===== src/rtl/ipi_cmd_pkg.sv =====
package ipi_cmd_pkg;
   // Field positions of the low command word (software-visible layout)
   localparam int LO_VEC_LSB   = 0;
   localparam int LO_DMODE_LSB = 8;
   localparam int LO_DSTM_BIT  = 11;
   localparam int LO_BUSY_BIT  = 12;
   localparam int LO_LEVEL_BIT = 14;
   localparam int LO_TRIG_BIT  = 15;
   localparam int LO_SH_LSB    = 18;
   // Field position of the high command word
   localparam int HI_DEST_LSB  = 24;

   typedef enum logic [1:0] {
      ROUTE_DIRECT   = 2'd0,
      ROUTE_SELF     = 2'd1,
      ROUTE_ALL_INCL = 2'd2,
      ROUTE_ALL_EXCL = 2'd3
   } route_e;
endpackage


===== src/rtl/ipi_cmd_regs.sv =====
module ipi_cmd_regs
   import ipi_cmd_pkg::*;
#(
   parameter int DATA_W  = 32,
   parameter int VEC_W   = 8,
   parameter int DMODE_W = 3,
   parameter int DEST_W  = 8
) (
   input  logic               clk,
   input  logic               rst_n,
   input  logic               wr_en,
   input  logic               sel_hi,
   input  logic [DATA_W-1:0]  wdata,
   input  logic               busy,
   output logic               accept_lo,
   output logic [DEST_W-1:0]  hi_dest,
   output logic [DATA_W-1:0]  rdata
);
   localparam int SH_W = 2;

   initial begin : p_param_chk
      assert (DATA_W == 32) else $error("ipi_cmd_regs: DATA_W must be 32");
      assert (LO_VEC_LSB + VEC_W <= LO_DMODE_LSB) else $error("ipi_cmd_regs: VEC_W overlaps delivery mode");
      assert (LO_DMODE_LSB + DMODE_W <= LO_DSTM_BIT) else $error("ipi_cmd_regs: DMODE_W overlaps destination mode");
      assert (HI_DEST_LSB + DEST_W <= DATA_W) else $error("ipi_cmd_regs: DEST_W too wide");
   end

   logic [VEC_W-1:0]   vec_q;
   logic [DMODE_W-1:0] dmode_q;
   logic               dstm_q, level_q, trig_q;
   logic [SH_W-1:0]    sh_q;

   assign accept_lo = wr_en && !sel_hi && !busy;

   always_ff @(posedge clk or negedge rst_n) begin
      if (!rst_n) begin
         vec_q   <= '0;
         dmode_q <= '0;
         dstm_q  <= 1'b0;
         level_q <= 1'b0;
         trig_q  <= 1'b0;
         sh_q    <= '0;
      end else if (accept_lo) begin
         vec_q   <= wdata[LO_VEC_LSB +: VEC_W];
         dmode_q <= wdata[LO_DMODE_LSB +: DMODE_W];
         dstm_q  <= wdata[LO_DSTM_BIT];
         level_q <= wdata[LO_LEVEL_BIT];
         trig_q  <= wdata[LO_TRIG_BIT];
         sh_q    <= wdata[LO_SH_LSB +: SH_W];
      end
   end

   always_ff @(posedge clk or negedge rst_n) begin
      if (!rst_n)
         hi_dest <= '0;
      else if (wr_en && sel_hi)
         hi_dest <= wdata[HI_DEST_LSB +: DEST_W];
   end

   logic [DATA_W-1:0] lo_word, hi_word;

   always_comb begin
      lo_word = '0;
      lo_word[LO_VEC_LSB +: VEC_W]     = vec_q;
      lo_word[LO_DMODE_LSB +: DMODE_W] = dmode_q;
      lo_word[LO_DSTM_BIT]             = dstm_q;
      lo_word[LO_BUSY_BIT]             = busy;
      lo_word[LO_LEVEL_BIT]            = level_q;
      lo_word[LO_TRIG_BIT]             = trig_q;
      lo_word[LO_SH_LSB +: SH_W]       = sh_q;
      hi_word = '0;
      hi_word[HI_DEST_LSB +: DEST_W]   = hi_dest;
   end

   assign rdata = sel_hi ? hi_word : lo_word;

   // a low-word write while busy leaves every stored low field untouched
   a_r4_drop_when_busy: assert property (@(posedge clk) disable iff (!rst_n)
      (wr_en && !sel_hi && busy) |=> ($stable(vec_q) && $stable(dmode_q) && $stable(dstm_q)
                                      && $stable(level_q) && $stable(trig_q) && $stable(sh_q)));
endmodule


===== src/rtl/ipi_cmd_launch.sv =====
module ipi_cmd_launch
   import ipi_cmd_pkg::*;
#(
   parameter int VEC_W      = 8,
   parameter int DMODE_W    = 3,
   parameter int DEST_W     = 8,
   parameter bit CLEAR_DEST = 1'b1
) (
   input  logic               clk,
   input  logic               rst_n,
   input  logic               accept,
   input  logic [VEC_W-1:0]   new_vec,
   input  logic [DMODE_W-1:0] new_dmode,
   input  logic               new_dstm,
   input  logic               new_level,
   input  logic               new_trig,
   input  logic [1:0]         new_sh,
   input  logic [DEST_W-1:0]  cur_dest,
   input  logic               msg_ready,
   output logic               busy,
   output logic               msg_valid,
   output logic [1:0]         msg_route,
   output logic [DEST_W-1:0]  msg_dest,
   output logic [VEC_W-1:0]   msg_vector,
   output logic [DMODE_W-1:0] msg_dmode,
   output logic               msg_dst_logical,
   output logic               msg_level,
   output logic               msg_trigger
);
   initial begin : p_param_chk
      assert (VEC_W > 0 && DMODE_W > 0 && DEST_W > 0) else $error("ipi_cmd_launch: widths must be positive");
   end

   logic [DEST_W-1:0] dest_sel;
   logic              handshake;

   // Destination routed onto the message: variant picked by parameter
   generate
      if (CLEAR_DEST) begin : g_clear_dest
         assign dest_sel = (route_e'(new_sh) == ROUTE_DIRECT) ? cur_dest : '0;
      end else begin : g_pass_dest
         assign dest_sel = cur_dest;
      end
   endgenerate

   assign handshake = msg_valid && msg_ready;
   assign busy      = msg_valid;

   always_ff @(posedge clk or negedge rst_n) begin
      if (!rst_n)
         msg_valid <= 1'b0;
      else if (accept)
         msg_valid <= 1'b1;
      else if (handshake)
         msg_valid <= 1'b0;
   end

   always_ff @(posedge clk or negedge rst_n) begin
      if (!rst_n) begin
         msg_route       <= '0;
         msg_dest        <= '0;
         msg_vector      <= '0;
         msg_dmode       <= '0;
         msg_dst_logical <= 1'b0;
         msg_level       <= 1'b0;
         msg_trigger     <= 1'b0;
      end else if (accept) begin
         msg_route       <= new_sh;
         msg_dest        <= dest_sel;
         msg_vector      <= new_vec;
         msg_dmode       <= new_dmode;
         msg_dst_logical <= new_dstm;
         msg_level       <= new_level;
         msg_trigger     <= new_trig;
      end
   end

   // an accepted write is followed by busy
   a_r5_busy_after_accept: assert property (@(posedge clk) disable iff (!rst_n)
      accept |=> busy);

   // a pending message stays valid and unchanged until taken
   a_r9_hold_until_ready: assert property (@(posedge clk) disable iff (!rst_n)
      (msg_valid && !msg_ready) |=> (msg_valid && $stable(msg_route) && $stable(msg_dest)
                                     && $stable(msg_vector) && $stable(msg_dmode)
                                     && $stable(msg_dst_logical) && $stable(msg_level)
                                     && $stable(msg_trigger)));

   // a completed handshake drops valid in the next cycle
   a_r10_clear_after_handshake: assert property (@(posedge clk) disable iff (!rst_n)
      handshake |=> !msg_valid);

   // shorthand routes never carry a destination
   a_r8_shorthand_no_dest: assert property (@(posedge clk) disable iff (!rst_n)
      (msg_valid && msg_route != 2'd0 && CLEAR_DEST) |-> (msg_dest == '0));
endmodule


===== src/rtl/ipi_cmd.sv =====
module ipi_cmd
   import ipi_cmd_pkg::*;
#(
   parameter int DATA_W     = 32,
   parameter int VEC_W      = 8,
   parameter int DMODE_W    = 3,
   parameter int DEST_W     = 8,
   parameter bit CLEAR_DEST = 1'b1
) (
   input  logic               clk,
   input  logic               rst_n,
   input  logic               bus_wr,
   input  logic               bus_sel_hi,
   input  logic [DATA_W-1:0]  bus_wdata,
   output logic [DATA_W-1:0]  bus_rdata,
   output logic               msg_valid,
   input  logic               msg_ready,
   output logic [1:0]         msg_route,
   output logic [DEST_W-1:0]  msg_dest,
   output logic [VEC_W-1:0]   msg_vector,
   output logic [DMODE_W-1:0] msg_dmode,
   output logic               msg_dst_logical,
   output logic               msg_level,
   output logic               msg_trigger
);
   logic              busy, accept_lo;
   logic [DEST_W-1:0] hi_dest;

   ipi_cmd_regs #(
      .DATA_W (DATA_W), .VEC_W (VEC_W), .DMODE_W (DMODE_W), .DEST_W (DEST_W)
   ) i_regs (
      .clk       (clk),
      .rst_n     (rst_n),
      .wr_en     (bus_wr),
      .sel_hi    (bus_sel_hi),
      .wdata     (bus_wdata),
      .busy      (busy),
      .accept_lo (accept_lo),
      .hi_dest   (hi_dest),
      .rdata     (bus_rdata)
   );

   ipi_cmd_launch #(
      .VEC_W (VEC_W), .DMODE_W (DMODE_W), .DEST_W (DEST_W), .CLEAR_DEST (CLEAR_DEST)
   ) i_launch (
      .clk             (clk),
      .rst_n           (rst_n),
      .accept          (accept_lo),
      .new_vec         (bus_wdata[LO_VEC_LSB +: VEC_W]),
      .new_dmode       (bus_wdata[LO_DMODE_LSB +: DMODE_W]),
      .new_dstm        (bus_wdata[LO_DSTM_BIT]),
      .new_level       (bus_wdata[LO_LEVEL_BIT]),
      .new_trig        (bus_wdata[LO_TRIG_BIT]),
      .new_sh          (bus_wdata[LO_SH_LSB +: 2]),
      .cur_dest        (hi_dest),
      .msg_ready       (msg_ready),
      .busy            (busy),
      .msg_valid       (msg_valid),
      .msg_route       (msg_route),
      .msg_dest        (msg_dest),
      .msg_vector      (msg_vector),
      .msg_dmode       (msg_dmode),
      .msg_dst_logical (msg_dst_logical),
      .msg_level       (msg_level),
      .msg_trigger     (msg_trigger)
   );

   // nothing is pending while in reset
   a_r1_idle_in_reset: assert property (@(posedge clk) !rst_n |-> !msg_valid);
endmodule


===== config.mk =====
export PLATFORM = sky130hd
export DESIGN_NAME = ipi_cmd
export DESIGN_NICKNAME = d
export VERILOG_FILES = /design/src/rtl/ipi_cmd_pkg.sv /design/src/rtl/ipi_cmd_regs.sv /design/src/rtl/ipi_cmd_launch.sv /design/src/rtl/ipi_cmd.sv
export SDC_FILE = /design/constraint.sdc
export NUM_CORES = 1
export LEC_CHECK = 0
export ABC_AREA = 1
export BUFFER_PORTS_ARGS = -buffer_cell sky130_fd_sc_hd__buf_2
export CAP_MARGIN = 20
export CELL_PAD_IN_SITES_DETAIL_PLACEMENT = 0
export CELL_PAD_IN_SITES_GLOBAL_PLACEMENT = 1
export CORE_ASPECT_RATIO = 1.75
export CORE_MARGIN = 2
export CORE_UTILIZATION = 32
export CTS_BUF_LIST = sky130_fd_sc_hd__clkbuf_8
export DETAILED_ROUTE_END_ITERATION = 16
export PLACE_DENSITY = 0.87
export SYNTH_ARGS = -nofsm -noshare
export SYNTH_HDL_FRONTEND = slang
export SYNTH_SLANG_ARGS = --single-unit
export TNS_END_PERCENT = 100

===== constraint.sdc =====
create_clock -name clk -period 2.23 [get_ports clk]
set_clock_uncertainty 0.2 [all_clocks]
set_input_delay 0.223 -clock clk [delete_from_list [all_inputs] [get_ports clk]]
set_output_delay 0.223 -clock clk [all_outputs]
set_load 0.02 [all_outputs]

======== Word level (Yosys, flattened, before mapping) ========
Cells that the tools add are included.
word-level totals
  register bits ........................... 33
  input port bits ......................... 37
  output and inout bits ................... 57
  word-level logic and storage cells ...... 21
cells by class
  muxes and demuxes ....................... 4
  reduce and logical (&&, ||, !) cells .... 8
operator list
  operator            number
  two-way mux 32 bit  1
  two-way mux 8 bit   1
  logical AND 1 bit   4
  zero test 1 bit     2
  zero test 2 bit     1
  two-way mux 1 bit   2
  nonzero test 2 bit  1

======== Longest topological paths before layout ========
  depth in word-level cells ............... 4
  gate-level depth with buffers ........... 6
  mapped depth without buffers ............ 5

======== Cells and area by module ========
A second synthesis with hierarchy kept.
second synthesis, totals
  cells, all modules ...................... 289
  area, all modules ....................... 2253.4 sq um
modules (own cells, without submodules)
  module          times used  cells an instance  area an instance (sq um)  sequential area each (sq um)
  ipi_cmd_regs    1           167                1243.7                    600.6
  ipi_cmd_launch  1           122                1009.7                    625.6

======== Worst setup path after synthesis ========
OpenSTA, ideal clock, no wires.
  path kind ............................... reg-to-reg
  start point ............................. register i_launch.msg_valid, in the netlist i_launch.busy
  end point ............................... register i_launch.msg_dest[3]
  setup time .............................. 65 ps
  arrival time ............................ 1020 ps
  required time ........................... 1965 ps
  path slack .............................. 945 ps
  stages on the path, launching flop included .. 7
  buffers on the path ..................... 1
  period minus slack after synthesis ...... 1285 ps
  path through ............................ dfrtp_1 > inv_1 > nand2_1 > nor2_4 > buf_4 > nand2_1 > nand2_1
between the ends
  cells in the longest elaborated chain, start to end .. 2
ends and longest elaborated chain
  element                 line                  source
  from (decl)             ipi_cmd_launch.sv:21  output logic msg_valid,
  from (signal assigned)  ipi_cmd_launch.sv:51  msg_valid <= 1'b0;
  from (signal assigned)  ipi_cmd_launch.sv:53  msg_valid <= 1'b1;
  from (signal assigned)  ipi_cmd_launch.sv:55  msg_valid <= 1'b0;
  zero test 1 bit         ipi_cmd_regs.sv:33    assign accept_lo = wr_en && !sel_hi && !busy;
  logical AND 1 bit       ipi_cmd_regs.sv:33
  to (signal assigned)    ipi_cmd_launch.sv:69  msg_dest <= dest_sel;
  to (decl)               ipi_cmd_launch.sv:23  output logic [DEST_W-1:0] msg_dest,
Every way passes these cells.
A chain may end at the register's enable or synchronous reset.

======== Worst setup path after layout ========
  start point ............................. register i_launch.msg_valid, in the netlist i_launch.busy
  end point ............................... register i_regs.vec_q[1]
between the ends
  cells in the longest elaborated chain, start to end .. 2
ends and longest elaborated chain
  element               line                source
  zero test 1 bit       ipi_cmd_regs.sv:33
  logical AND 1 bit     ipi_cmd_regs.sv:33
  to (signal assigned)  ipi_cmd_regs.sv:44  vec_q <= wdata[LO_VEC_LSB +: VEC_W];
  to (decl)             ipi_cmd_regs.sv:28  logic [VEC_W-1:0] vec_q;
Every way passes these cells.

==> metrics.md <==
| Metric | Value |
|---|---|
| Result of the run | `finished clean` |
| Layout overhead on the synthesized area | `44.6%` |
| Met2 capacity usage during global routing | `just under 30%` |
| Number of DRC markers after the initial detailed-route iteration | `53` |
| Setup bufs post-CTS | `0` |
| Worst IR drop on VDD | `0.498 mV` |
| Number of global-route vias before repair | `between 1,500 and 2,000` |
| Total routing usage reported by global routing | `15.5%` |
| Most frequent cell after synthesis | `sky130_fd_sc_hd__nand2_1` |
| Antenna violations before repair | `0` |
| Area share of the leading cell type in the synthesized netlist | `52.2%` |
| Share of layout cells above drive strength 1 | `28.3%` |
| GR peak layer | `met2` |
| TritonCTS Sinks | `33` |
| Top_reg_cell synth | `sky130_fd_sc_hd__dfrtp_1` |
| Num CTS Buffers | `5` |
| Final-stage net count | `351` |
| Global placement routability congestion | `0.714` |
| Warnings, synthesis | `0` |
| Die W | `57.2 µm` |
| Post-DR wirelength/cell | `11.0 µm` |
| Data arrival, critical path | `1.50 ns` |
| Die area | `0.00555 mm²` |
| Pwr Total | `1.73 mW` |
| Max H-tree Level | `2` |
| Clock root buffer | `sky130_fd_sc_hd__clkbuf_8` |
| Global routing met3 resource utilization | `2.41%` |
| Grt met1 use | `between 15 and 20%` |
| Most common library cells after synthesis | `82 x sky130_fd_sc_hd__nand2_1, 35 x sky130_fd_sc_hd__inv_1, 33 x sky130_fd_sc_hd__dfrtp_1, 33 x sky130_fd_sc_hd__nor2_1, 11 x sky130_fd_sc_hd__buf_4` |
| Drt pass-1 iters | `4` |
| Pin count of the biggest net entering global routing | `34` |
| Count of different cell masters after synthesis | `13` |
| Async set-or-reset flop fraction in the synthesized netlist | `100%` |
| Sequential-to-total area share from yosys stat | `between 50 and 60%` |
| Startpoint of the worst-slack reg-to-reg timing path | `i_launch.busy$_DFFE_PN0P_` |
| Hold Startpoint | `bus_wr` |
| Placed Area | `between 0.0015 and 0.002 mm²` |
| DR vias | `between 1,500 and 2,000` |
| Longest Clk Path Bufs | `2` |
| Worst slew margin relative to its limit | `50.8%` |
| Startpoint of the most critical setup path | `i_launch.busy$_DFFE_PN0P_` |
| Max-slew violation count | `0` |
| Maximum clock frequency | `roughly 670 MHz` |
| Core Rows | `33` |
| DP HPWL | `2690 µm` |
| Mean number of vias per cell | `between 4 and 5` |
| Buffers on Ports | `78` |
| Slew at the pin with the worst max-slew slack | `0.738 ns` |
| DRC viols | `0` |
| WS Path Type | `register to register` |
| TritonCTS clock tree | `yes` |
| Die height | `97.0 µm` |
| Period Utilization, post-route | `between 60% and 70%` |
| Endpoint kind of the worst setup timing path | `register` |
| Maximum fanout along the worst path | `24` |
| RSZ-0062 raised after global routing | `no` |
| Power density cells | `about 760 mW/mm²` |
| Worst Hold Class | `primary input to register` |
| Post-route cell area | `0.00229 mm²` |
| Worst Setup Start Kind | `register` |
| Clock-pin slew on the worst setup and hold paths | `0.07 ns` |
| Cell area after synthesis | `0.00158 mm²` |
| Post-synthesis instance total | `212` |
| Final setup vio count | `0` |
| Global-route wire length before repair | `6780 µm` |
| Flip-flop and latch count after synthesis | `33` |
| Static leakage | `1.44 nW` |
| Final Hold Fails | `0` |
| Effective utilization at floorplan | `between 30% and 40%` |
| Final TNS setup | `0 ns` |
| DRT antenna net count | `0` |
| # IOs | `94` |
| Number of synthesized flops with an enable pin | `0` |
| Core Region | `0.00471 mm²` |
| Critical Path RT | `2.24 ns` |
| Worst hold slack across all endpoints | `0.245 ns` |
| Post-synthesis average cell area | `7.47 µm²` |
| Later-pin clock latency in the skew report | `around 0.28 ns` |
| Max-cap violations | `0` |
| Total overflow reported by the global router | `0` |
| Shortest period the worst path allows | `roughly 1.5 ns` |
| Count of inserted antenna diode cells | `0` |
| Top area cells in the synthesized netlist | `sky130_fd_sc_hd__dfrtp_1 52%, sky130_fd_sc_hd__nand2_1 19%, sky130_fd_sc_hd__inv_1 8.3%, sky130_fd_sc_hd__nor2_1 7.8%, sky130_fd_sc_hd__buf_4 5.2%` |
| Final wirelength | `around 4000 µm` |
| Dominant cell type by area after synthesis | `sky130_fd_sc_hd__dfrtp_1` |
## registers in the layout, summed over array words and instances, names as in the netlist
register and count:
i_launch.msg_dmode 3, i_launch.msg_dst_logical 1, i_launch.msg_trigger 1, i_regs.hi_dest 8, i_launch.msg_dest 8, i_launch.busy 1
i_launch.msg_route 2, i_regs.vec_q 8, i_launch.msg_level 1
## repair_timing
action / 4_1_cts / 5_1_grt
endpoints found under the hold margin: 58 / 0
hold buffers: 26 / 0
gates resized for setup: 0 / 0
## final cells by class
type                       instances  area (µm²)
clock inverter                     3        13.8
inverter                          35         131
timing repair buffer             104         651
multi-input combinational        135         533
sequential                        33         826
clock buffer                       5        68.8
fill                             492        2420
tap                               52        65.1
## cell usage in the layout, fill, tap and decap left out, drive strengths merged
master        n
nand2        84
buf          78
inv          36
nor2         35
dfrtp        33
dlygate4sd3  26
a21oi         8
conb          7
clkbuf        5
clkinv        2
o21ai         1
## critical path: stages (launching register included)
cell and delay [ns]:
sky130_fd_sc_hd__dfrtp_1 0.40, sky130_fd_sc_hd__inv_1 0.10, sky130_fd_sc_hd__nand2_1 0.09, sky130_fd_sc_hd__nor2_4 0.44
sky130_fd_sc_hd__nand2_1 0.10, sky130_fd_sc_hd__nand2_1 0.09
## layer usage
metal	share of wire [%]	vias to the layer above	wire [µm]
met5	0	-	0
met4	1.7	0	68
met3	4.5	5	183
met2	55	51	2230
met1	39	722	1560
li1	-	793	-
## report_power, final
| part | internal, mW | switching [mW] | total, mW |
|---|---|---|---|
| Sequential | 0.693 | 0.0623 | 0.756 |
| Clock | 0.212 | 0.213 | 0.424 |
| Combinational | 0.196 | 0.358 | 0.553 |
## logic make-up after synthesis
| kind of cell | after synthesis | share of synthesized area, % |
|---|---|---|
| and+or+nand+nor | 119 | 29.2 |
| buffers and inverters | 50 | 15.6 |
| DFF | 33 | 52.2 |
| AOI/OAI and AO/OA | 9 | 2.85 |
| other | 1 | 0.237 |
## metrics by stage
| step | setup WS [ns] | cells | util (%) |
|---|---|---|---|
| after floorplan | 0.945 | 218 | - |
| after global placement | 0.517 | 333 | 41.3 |
| after detailed placement | 0.509 | 333 | 41.3 |
| after CTS | 0.703 | 367 | 48.6 |
| after global routing | 0.551 | 367 | 48.6 |
| final | 0.740 | 367 | 48.6 |
## worst paths after layout
path	to	slack, ns	cells after the start
hold reg to reg	i_launch.msg_dest[5]$_DFFE_PN0P_	0.27	2
setup / recovery	i_regs.vec_q[1]$_DFFE_PN0P_	0.74	5
setup reg to reg	i_regs.vec_q[1]$_DFFE_PN0P_	0.74	5
min in group asynchronous	i_launch.msg_dest[1]$_DFFE_PN0P_	0.34	2
max in group asynchronous	i_regs.vec_q[2]$_DFFE_PN0P_	1.01	2
hold / removal	i_regs.hi_dest[7]$_DFFE_PN0P_	0.25	3
Note: power is estimated with default switching activity, not from simulation.
